`src/rtl/irb_pkg.sv`:
```
package irb_pkg;

  localparam int DW = 16;

  typedef enum logic [2:0] {
    ST_IDLE  = 3'd0,
    ST_ADDR  = 3'd1,
    ST_WDATA = 3'd2,
    ST_CMD   = 3'd3,
    ST_POLL  = 3'd4,
    ST_DONE  = 3'd5
  } irb_state_e;

  localparam logic [7:0] OPC_STORE = 8'd1;
  localparam logic [7:0] OPC_LOAD  = 8'd2;

  localparam logic [DW-1:0] FAIL_VAL = {DW{1'b1}};

endpackage

```
`src/rtl/irb_addr_xform.sv`:
```
module irb_addr_xform #(
  parameter int          UAW  = 18,
  parameter int          BW   = 32,
  parameter logic [31:0] BASE = 32'h0003_0000
) (
  input  logic [UAW-1:0] user_addr,
  output logic [BW-1:0]  mbox_addr
);
  localparam int PADW = BW - UAW;

  logic [BW-1:0] widened;

  always_comb begin
    widened   = {{PADW{1'b0}}, user_addr};
    mbox_addr = (widened >> 1) + BASE[BW-1:0];
  end
endmodule

```
`src/rtl/irb_poll_ctr.sv`:
```
module irb_poll_ctr #(
  parameter int LIMIT = 32
) (
  input  logic clk,
  input  logic rst_n,
  input  logic load,
  input  logic dec,
  output logic last
);
  localparam int CW = $clog2(LIMIT + 1);
  localparam logic [CW-1:0] START = CW'(LIMIT);
  localparam logic [CW-1:0] ONE   = CW'(1);

  logic [CW-1:0] cnt_q;
  logic [CW-1:0] cnt_d;
  logic          cnt_en;

  always_comb begin
    cnt_en = load | dec;
    cnt_d  = cnt_q;
    if (load) begin
      cnt_d = START;
    end else if (dec && (cnt_q != '0)) begin
      cnt_d = cnt_q - ONE;
    end
  end

  always_ff @(posedge clk or negedge rst_n) begin
    if (!rst_n) begin
      cnt_q <= '0;
    end else if (cnt_en) begin
      cnt_q <= cnt_d;
    end
  end

  assign last = (cnt_q == ONE);
endmodule

```
`src/rtl/irb_rword_dec.sv`:
```
module irb_rword_dec #(
  parameter int         BW      = 32,
  parameter int         DW      = 16,
  parameter int         RDY_BIT = 31,
  parameter int         ST_LSB  = 29,
  parameter logic [1:0] ST_OK   = 2'b01
) (
  input  logic [BW-1:0] word,
  output logic          rdy,
  output logic          ok,
  output logic [DW-1:0] val
);
  logic [1:0] status;

  always_comb begin
    rdy    = word[RDY_BIT];
    status = word[ST_LSB +: 2];
    ok     = (status == ST_OK);
    val    = word[DW-1:0];
  end
endmodule

```
`src/rtl/ind_reg_bridge.sv`:
```
module ind_reg_bridge
  import irb_pkg::*;
#(
  parameter int          UAW        = 18,
  parameter int          BUS_AW     = 16,
  parameter int          BW         = 32,
  parameter int          POLL_LIMIT = 32,
  parameter logic [31:0] XFORM_BASE = 32'h0003_0000,
  parameter logic [15:0] MB_CTRL    = 16'h0000,
  parameter logic [15:0] MB_WDATA   = 16'h0004,
  parameter logic [15:0] MB_CMD     = 16'h0008,
  parameter logic [15:0] MB_RDATA   = 16'h000C,
  parameter int          RDY_BIT    = 31,
  parameter int          ST_LSB     = 29,
  parameter logic [1:0]  ST_OK      = 2'b01
) (
  input  logic              clk,
  input  logic              rst_n,
  input  logic              req,
  input  logic              req_write,
  input  logic [UAW-1:0]    req_addr,
  input  logic [15:0]       req_wdata,
  output logic              busy,
  output logic              ack,
  output logic [15:0]       rsp_data,
  output logic              rsp_timeout,
  output logic              rsp_error,
  output logic              bus_valid,
  output logic              bus_write,
  output logic [BUS_AW-1:0] bus_addr,
  output logic [BW-1:0]     bus_wdata,
  input  logic [BW-1:0]     bus_rdata,
  input  logic              bus_ready
);
  localparam int DPAD = BW - DW;
  localparam int OPAD = BW - 8;

  irb_state_e state_q, state_d;

  // captured operation
  logic           op_wr_q;
  logic [UAW-1:0] op_addr_q;
  logic [DW-1:0]  op_data_q;
  logic           op_cap;

  // response registers
  logic [DW-1:0]  res_data_q, res_data_d;
  logic           res_to_q, res_to_d;
  logic           res_err_q, res_err_d;
  logic           res_en;

  logic           hs;
  logic [BW-1:0]  mbox_addr;
  logic           rw_rdy, rw_ok;
  logic [DW-1:0]  rw_val;
  logic           pc_load, pc_dec, pc_last;

  irb_addr_xform #(.UAW(UAW), .BW(BW), .BASE(XFORM_BASE)) u_xform (
    .user_addr (op_addr_q),
    .mbox_addr (mbox_addr)
  );

  irb_rword_dec #(
    .BW(BW), .DW(DW), .RDY_BIT(RDY_BIT), .ST_LSB(ST_LSB), .ST_OK(ST_OK)
  ) u_dec (
    .word (bus_rdata),
    .rdy  (rw_rdy),
    .ok   (rw_ok),
    .val  (rw_val)
  );

  irb_poll_ctr #(.LIMIT(POLL_LIMIT)) u_pctr (
    .clk   (clk),
    .rst_n (rst_n),
    .load  (pc_load),
    .dec   (pc_dec),
    .last  (pc_last)
  );

  assign hs     = bus_valid & bus_ready;
  assign op_cap = (state_q == ST_IDLE) & req;

  // counter control: arm after the load command, spend one per empty read
  assign pc_load = (state_q == ST_CMD) & hs & ~op_wr_q;
  assign pc_dec  = (state_q == ST_POLL) & hs & ~rw_rdy;

  // next state and response
  always_comb begin
    state_d    = state_q;
    res_en     = 1'b0;
    res_data_d = res_data_q;
    res_to_d   = res_to_q;
    res_err_d  = res_err_q;
    unique case (state_q)
      ST_IDLE: begin
        if (req) state_d = ST_ADDR;
      end
      ST_ADDR: begin
        if (hs) state_d = op_wr_q ? ST_WDATA : ST_CMD;
      end
      ST_WDATA: begin
        if (hs) state_d = ST_CMD;
      end
      ST_CMD: begin
        if (hs) begin
          if (op_wr_q) begin
            state_d    = ST_DONE;
            res_en     = 1'b1;
            res_data_d = '0;
            res_to_d   = 1'b0;
            res_err_d  = 1'b0;
          end else begin
            state_d = ST_POLL;
          end
        end
      end
      ST_POLL: begin
        if (hs) begin
          if (rw_rdy) begin
            state_d    = ST_DONE;
            res_en     = 1'b1;
            res_to_d   = 1'b0;
            res_err_d  = ~rw_ok;
            res_data_d = rw_ok ? rw_val : FAIL_VAL;
          end else if (pc_last) begin
            state_d    = ST_DONE;
            res_en     = 1'b1;
            res_to_d   = 1'b1;
            res_err_d  = 1'b0;
            res_data_d = FAIL_VAL;
          end
        end
      end
      ST_DONE: begin
        state_d = ST_IDLE;
      end
      default: begin
        state_d = ST_IDLE;
      end
    endcase
  end

  always_ff @(posedge clk or negedge rst_n) begin
    if (!rst_n) begin
      state_q <= ST_IDLE;
    end else begin
      state_q <= state_d;
    end
  end

  always_ff @(posedge clk or negedge rst_n) begin
    if (!rst_n) begin
      op_wr_q   <= 1'b0;
      op_addr_q <= '0;
      op_data_q <= '0;
    end else if (op_cap) begin
      op_wr_q   <= req_write;
      op_addr_q <= req_addr;
      op_data_q <= req_wdata;
    end
  end

  always_ff @(posedge clk or negedge rst_n) begin
    if (!rst_n) begin
      res_data_q <= '0;
      res_to_q   <= 1'b0;
      res_err_q  <= 1'b0;
    end else if (res_en) begin
      res_data_q <= res_data_d;
      res_to_q   <= res_to_d;
      res_err_q  <= res_err_d;
    end
  end

  // bus drive from state
  always_comb begin
    bus_valid = 1'b0;
    bus_write = 1'b0;
    bus_addr  = '0;
    bus_wdata = '0;
    unique case (state_q)
      ST_ADDR: begin
        bus_valid = 1'b1;
        bus_write = 1'b1;
        bus_addr  = MB_CTRL[BUS_AW-1:0];
        bus_wdata = mbox_addr;
      end
      ST_WDATA: begin
        bus_valid = 1'b1;
        bus_write = 1'b1;
        bus_addr  = MB_WDATA[BUS_AW-1:0];
        bus_wdata = {{DPAD{1'b0}}, op_data_q};
      end
      ST_CMD: begin
        bus_valid = 1'b1;
        bus_write = 1'b1;
        bus_addr  = MB_CMD[BUS_AW-1:0];
        bus_wdata = {{OPAD{1'b0}}, (op_wr_q ? OPC_STORE : OPC_LOAD)};
      end
      ST_POLL: begin
        bus_valid = 1'b1;
        bus_write = 1'b0;
        bus_addr  = MB_RDATA[BUS_AW-1:0];
      end
      default: begin
        bus_valid = 1'b0;
      end
    endcase
  end

  assign busy        = (state_q != ST_IDLE);
  assign ack         = (state_q == ST_DONE);
  assign rsp_data    = res_data_q;
  assign rsp_timeout = res_to_q;
  assign rsp_error   = res_err_q;

endmodule

```
`config.mk`:
```
export PLATFORM = sky130hd
export DESIGN_NAME = ind_reg_bridge
export DESIGN_NICKNAME = d
export VERILOG_FILES = /design/src/rtl/irb_pkg.sv /design/src/rtl/irb_addr_xform.sv /design/src/rtl/irb_poll_ctr.sv /design/src/rtl/irb_rword_dec.sv /design/src/rtl/ind_reg_bridge.sv
export SDC_FILE = /design/constraint.sdc
export NUM_CORES = 1
export LEC_CHECK = 0
export BUFFER_PORTS_ARGS = -buffer_cell sky130_fd_sc_hd__buf_2
export CORE_ASPECT_RATIO = 0.9
export CORE_UTILIZATION = 30
export DETAILED_ROUTE_END_ITERATION = 10
export PLACE_DENSITY = 0.61
export REMOVE_ABC_BUFFERS = 1
export SLEW_MARGIN = 20
export SYNTH_ARGS = -nofsm -noshare
export SYNTH_HDL_FRONTEND = slang
export SYNTH_SLANG_ARGS = --single-unit
```
`constraint.sdc`:
```
create_clock -name clk -period 3.35 [get_ports clk]
set_input_delay 0.335 -clock clk [delete_from_list [all_inputs] [get_ports clk]]
set_output_delay 0.335 -clock clk [all_outputs]
set_load 0.02 [all_outputs]
```
======== Word-level counts from Yosys, hierarchy flattened ========
Index checks and enable logic that the tools add are counted.
word-level totals
  memory bits (read-only) ................. 0
  register bits after elaboration ......... 62
  memories ................................ 0
  output and inout bits ................... 70
  latch bits .............................. 0
  memory bits (writable) .................. 0
operators by class
  shift operators ......................... 0
  $lt $le $gt $ge ......................... 0
  bitwise logic cells ..................... 10
  mux-type cells .......................... 40
  div/mod/pow operators ................... 0
  $add $sub $neg .......................... 2
  reductions and logical operators ........ 11
  multiply operators ...................... 0
  eq/ne operators ......................... 14
operators with widths
  cell                                                                    count
  16-bit 2-to-1 mux                                                       6
  32-bit case mux with 3 select lines                                     1
  16-bit case mux with 2 select lines                                     1
  3-bit 2-to-1 mux                                                        7
  17-bit by 18-bit adder with 19-bit output (second input constant)       1
  1-bit 2-to-1 mux                                                        17
  3-bit case mux with 5 select lines                                      1
  6-bit 2-to-1 mux                                                        2
  2-bit inequality test (second input constant)                           6
  4-bit case mux with 3 select lines                                      1
  6-bit AND reduction                                                     2
  1-bit bitwise AND                                                       6
  3-bit by 2-bit equality test with 1-bit output (second input constant)  2
  3-bit equality test (second input constant)                             2
  6-bit by 1-bit equality test with 1-bit output (second input constant)  1
  1-bit case mux with 2 select lines                                      3
  6-bit nonzero test                                                      1
  6-bit by 1-bit subtractor with 6-bit output (second input constant)     1
  2-bit nonzero test                                                      2
  4-bit OR reduction                                                      1
  3-bit by 1-bit equality test with 1-bit output (second input constant)  1
  3-bit logical NOT                                                       1
  3-bit inequality test (second input constant)                           1
  1-bit inverter                                                          3
  7 further kinds                                                         7

======== Logic depth before layout (Yosys ltp) ========
  depth after elaboration ................. 9
  depth in mapped cells ................... 6

======== Modules after synthesis ========
From an unflattened synthesis, not the netlist that was laid out.
second synthesis, totals
  cells, all modules ...................... 343
  area, all modules ....................... 3778.6 sq um
modules (own cells, without submodules)
  module          area an instance (sq um)  times used  cells an instance
  ind_reg_bridge  2985.4                    1           251
  irb_poll_ctr    411.6                     1           41
  irb_addr_xform  240.2                     1           33
  irb_rword_dec   141.4                     1           18

======== Least setup slack after synthesis ========
OpenSTA, ideal clock, no wires.
  kind .................................... register -> output
  start ................................... register state_q[2]
  end ..................................... output port bus_wdata[17]
  cell stages (with the launch flop) ...... 5
  arrival time ............................ 1694 ps
  buffers on the path ..................... 3
  required time ........................... 3015 ps
  path slack .............................. 1321 ps
  cell sequence ........................... dfrtp_1 > clkbuf_1 > buf_1 > nor3b_1 > buf_4
on the way
  cells in the longest elaborated chain, start to end .. 2
RTL lines
  element                                                                                                           RTL line               source
  start: declaration                                                                                                ind_reg_bridge.sv:38   irb_state_e state_q, state_d;
  start signal: assignment                                                                                          ind_reg_bridge.sv:147  state_q <= state_d;
  3-bit by 2-bit equality test with 1-bit output or 3-bit by 1-bit equality test with 1-bit output (tied branches)  ind_reg_bridge.sv:181  unique case (state_q)
  32-bit case mux with 3 select lines *                                                                             ind_reg_bridge.sv:181
  end: declaration                                                                                                  ind_reg_bridge.sv:31   output logic [BW-1:0] bus_wdata,
Mark *: on every way between the ends. The rest lies on a longest branch, timed or not.

======== Final worst setup path ========
  start ................................... register state_q[0]
  end ..................................... output port bus_wdata[15]
Same word-level chain as after synthesis.

==> results.ini <==
[run_status]
outcome = complete, no violations

[worst_setup_path]
cp.arrival_ns = 2.28
r2r.worst_path.cells = 4
r2r-start = state_q[1]
start_kind = register
path_class = register to primary output
crit_start = state_q[0]
r2r_slack_ns = 1.03
rr_endpoint = rsp_error
cp_max_fo = 15
endpoint_kind = primary output
required_ns = 3.01
setup.worst_path.end = bus_wdata[15]

[global_routing]
antenna_found_initial = 0
grt_pass1_vias = 2269
grt_max_degree = 36
grt_use_total = 0.131
gr-total-overflow = 0
grt_pass1_wl_um = 10900

[clock_network]
cts_tree = yes
htree_levels = 3
cts_hold_buf = 0
cts_buffer_depth = 2
post-cts-setup-buffer-count = 0
cts-root-buf = clkbuf_16
clkTransAtPathRegs_ns = 0.05
cts_resized = 0
cts_sinks = 61
cts_inserted_buffers = 9
insertion_delay_ns = 0.32

[synth]
synth_top_area_share = 0.497
synth_enable_flop_cells = 0
synthTopCellsByCount = dfrtp_1, nor2_1, mux2_2, buf_4
syn_area_per_cell_sq_um = 11.0
synth_seq_cells = 61
synth.most_common_cell = dfrtp_1
ys_async_sr_fraction = 1.00
yosys_warnings = 0
syn_area_sq_um = 3070
postSynthCellCount = 278
synthFlopType = dfrtp_1
synth_area_leader_cell = dfrtp_1
synth_sequential_area_ratio = 0.497
synthTopCellsByArea = dfrtp_1, mux2_2, buf_4, nor2_1, o2bb2ai_1
yosysUniqueCellTypes = 40

[sta]
finalHoldViolCount = 0
relSlewSlack = 0.500
setup_violations = 0
hold_slack_ns = 0.0470
period_share = 0.779
period_minus_slack_ns = 2.61
rsz0062_at_grt = false
max_freq_mhz = 383
finClkSkew_ns = 0.00360
tightest_slew_ns = 0.740
maxSlewViolCount = 0
fin_setup_tns_ns = 0

[finish]
syn2layout_area_growth_pct = 27.3
multiInputGateArea_sq_um = 1360
seqCellArea_sq_um = 1530
drive_gt1_frac = 0.420
n_fill_cell = 952
design_area_sq_um = 3910
antennaDiodeCount = 0
post-route-util = 0.398
nets = 449

[power_and_ir_drop]
peakVddDrop_mv = 0.505
power_leakage_nw = 1.91
power-per-cell-area_nw_per_um2 = 1010

[floorplan]
start_util = 0.312
die_area_sq_um = 10600
num_rows = 34
io_pins = 141
dieWidth_um = 109
coreArea_sq_um = 9830
die_h_um = 98.0

[worst_hold_path]
hp-class = input port to async pin

[route]
avgViaCountPerCell = 4.66
drc = 0
dr_total_vias = 2365
wire_per_inst_um = 13.2
drt_iter0_markers = 60
ant_nets = 0
dr.pass1.iters = 4
wirelength_um = 6710

[place]
dp_hpwl_um = 4760
place_congestion = 0.742
port_buffers = 99
placed_cell_area_sq_um = 3590

[flow_run]
max_cap_violations = 0

[metal layers]
layer	up-vias	global-route usage	wire length (um)
li1	1123	-	-
met1	1122	0.171	3100
met2	113	0.198	2940
met3	7	0.0541	606
met4	0	0.0405	59
met5	-	0	0
[worst min path at each step]
stage / start / end / slack (ns) / depth (start not counted)
after floorplan: rst_n / op_addr_q[10] / 0.04 / 0
after global placement: rst_n / op_addr_q[6] / 0.41 / 1
after detailed placement: rst_n / op_addr_q[6] / 0.41 / 1
after CTS: rst_n / op_data_q[5] / 0.06 / 1
after global routing: rst_n / op_data_q[5] / 0.09 / 1
final: rst_n / op_data_q[5] / 0.05 / 1
[per-stage QoR]
step / worst slack, ns / power (mW) / instances
2_1_floorplan: 0.112 / 2.46 / 261
3_3_place_gp: 1.03 / 2.99 / 491
3_5_place_dp: 1.00 / 3.03 / 491
4_1_cts: 0.758 / 4.00 / 507
5_1_grt: 0.623 / 4.21 / 507
6_report: 0.739 / 3.95 / 507
[worst max-delay path, cell delays in order (launching register included)]
cell	delay [ns]
dfrtp_1	0.69
nor2b_1	0.62
buf_4	0.29
a22oi_1	0.08
nor2_1	0.10
buf_2	0.17
[registers in the layout (all words and copies together) (netlist names)]
signal / count
rsp_timeout: 1
state_q: 3
op_wr_q: 1
op_data_q: 16
u_pctr.cnt_q: 6
rsp_data: 16
op_addr_q: 17
rsp_error: 1
[area by class of cell]
type	count	area share
timing repair buffer	104	0.136
clock inverter	5	0.0150
sequential	61	0.391
multi-input combinational	195	0.348
tap	126	0.0403
clock buffer	11	0.0647
inverter	5	0.00480
[cells by family (layout without fill, tap and decap cells)]
logic type      Yosys count  in the layout  synth area share
simple gates             72             72             0.118
flops                    61             61             0.497
compound gates           52             52             0.130
buf+inv                  48            125            0.0958
mux                      38             38             0.138
xor+xnor                  4              4            0.0114
fa+ha+maj                 2              2           0.00815
other cells               1             27           0.00122
[where the power goes]
group | internal [mW] | switching (mW) | total, mW | leakage (nW)
combinational | 0.728 | 0.955 | 1.68 | 1.01
clock | 0.616 | 0.327 | 0.943 | 0.148
sequential | 1.07 | 0.248 | 1.32 | 0.756
total | 2.42 | 1.53 | 3.95 | 1.91
[cells in the final DEF, fill, tap and decap left out, types with 5 or more instances in the layout]
| cell type | synthesis | layout |
|---|---|---|
| conb_1 | 1 | 27 |
| buf_4 | 29 | 5 |
| a22oi_1 | 16 | 16 |
| a21oi_1 | 6 | 6 |
| nor2_1 | 41 | 41 |
| o2bb2ai_1 | 16 | 16 |
| clkbuf_16 | 0 | 9 |
| mux2_2 | 34 | 34 |
| o21ai_0 | 8 | 8 |
| inv_1 | 5 | 5 |
| buf_2 | 4 | 99 |
| nand2_1 | 7 | 7 |
| dfrtp_1 | 61 | 61 |
Note: power is estimated with default switching activity, not from simulation.
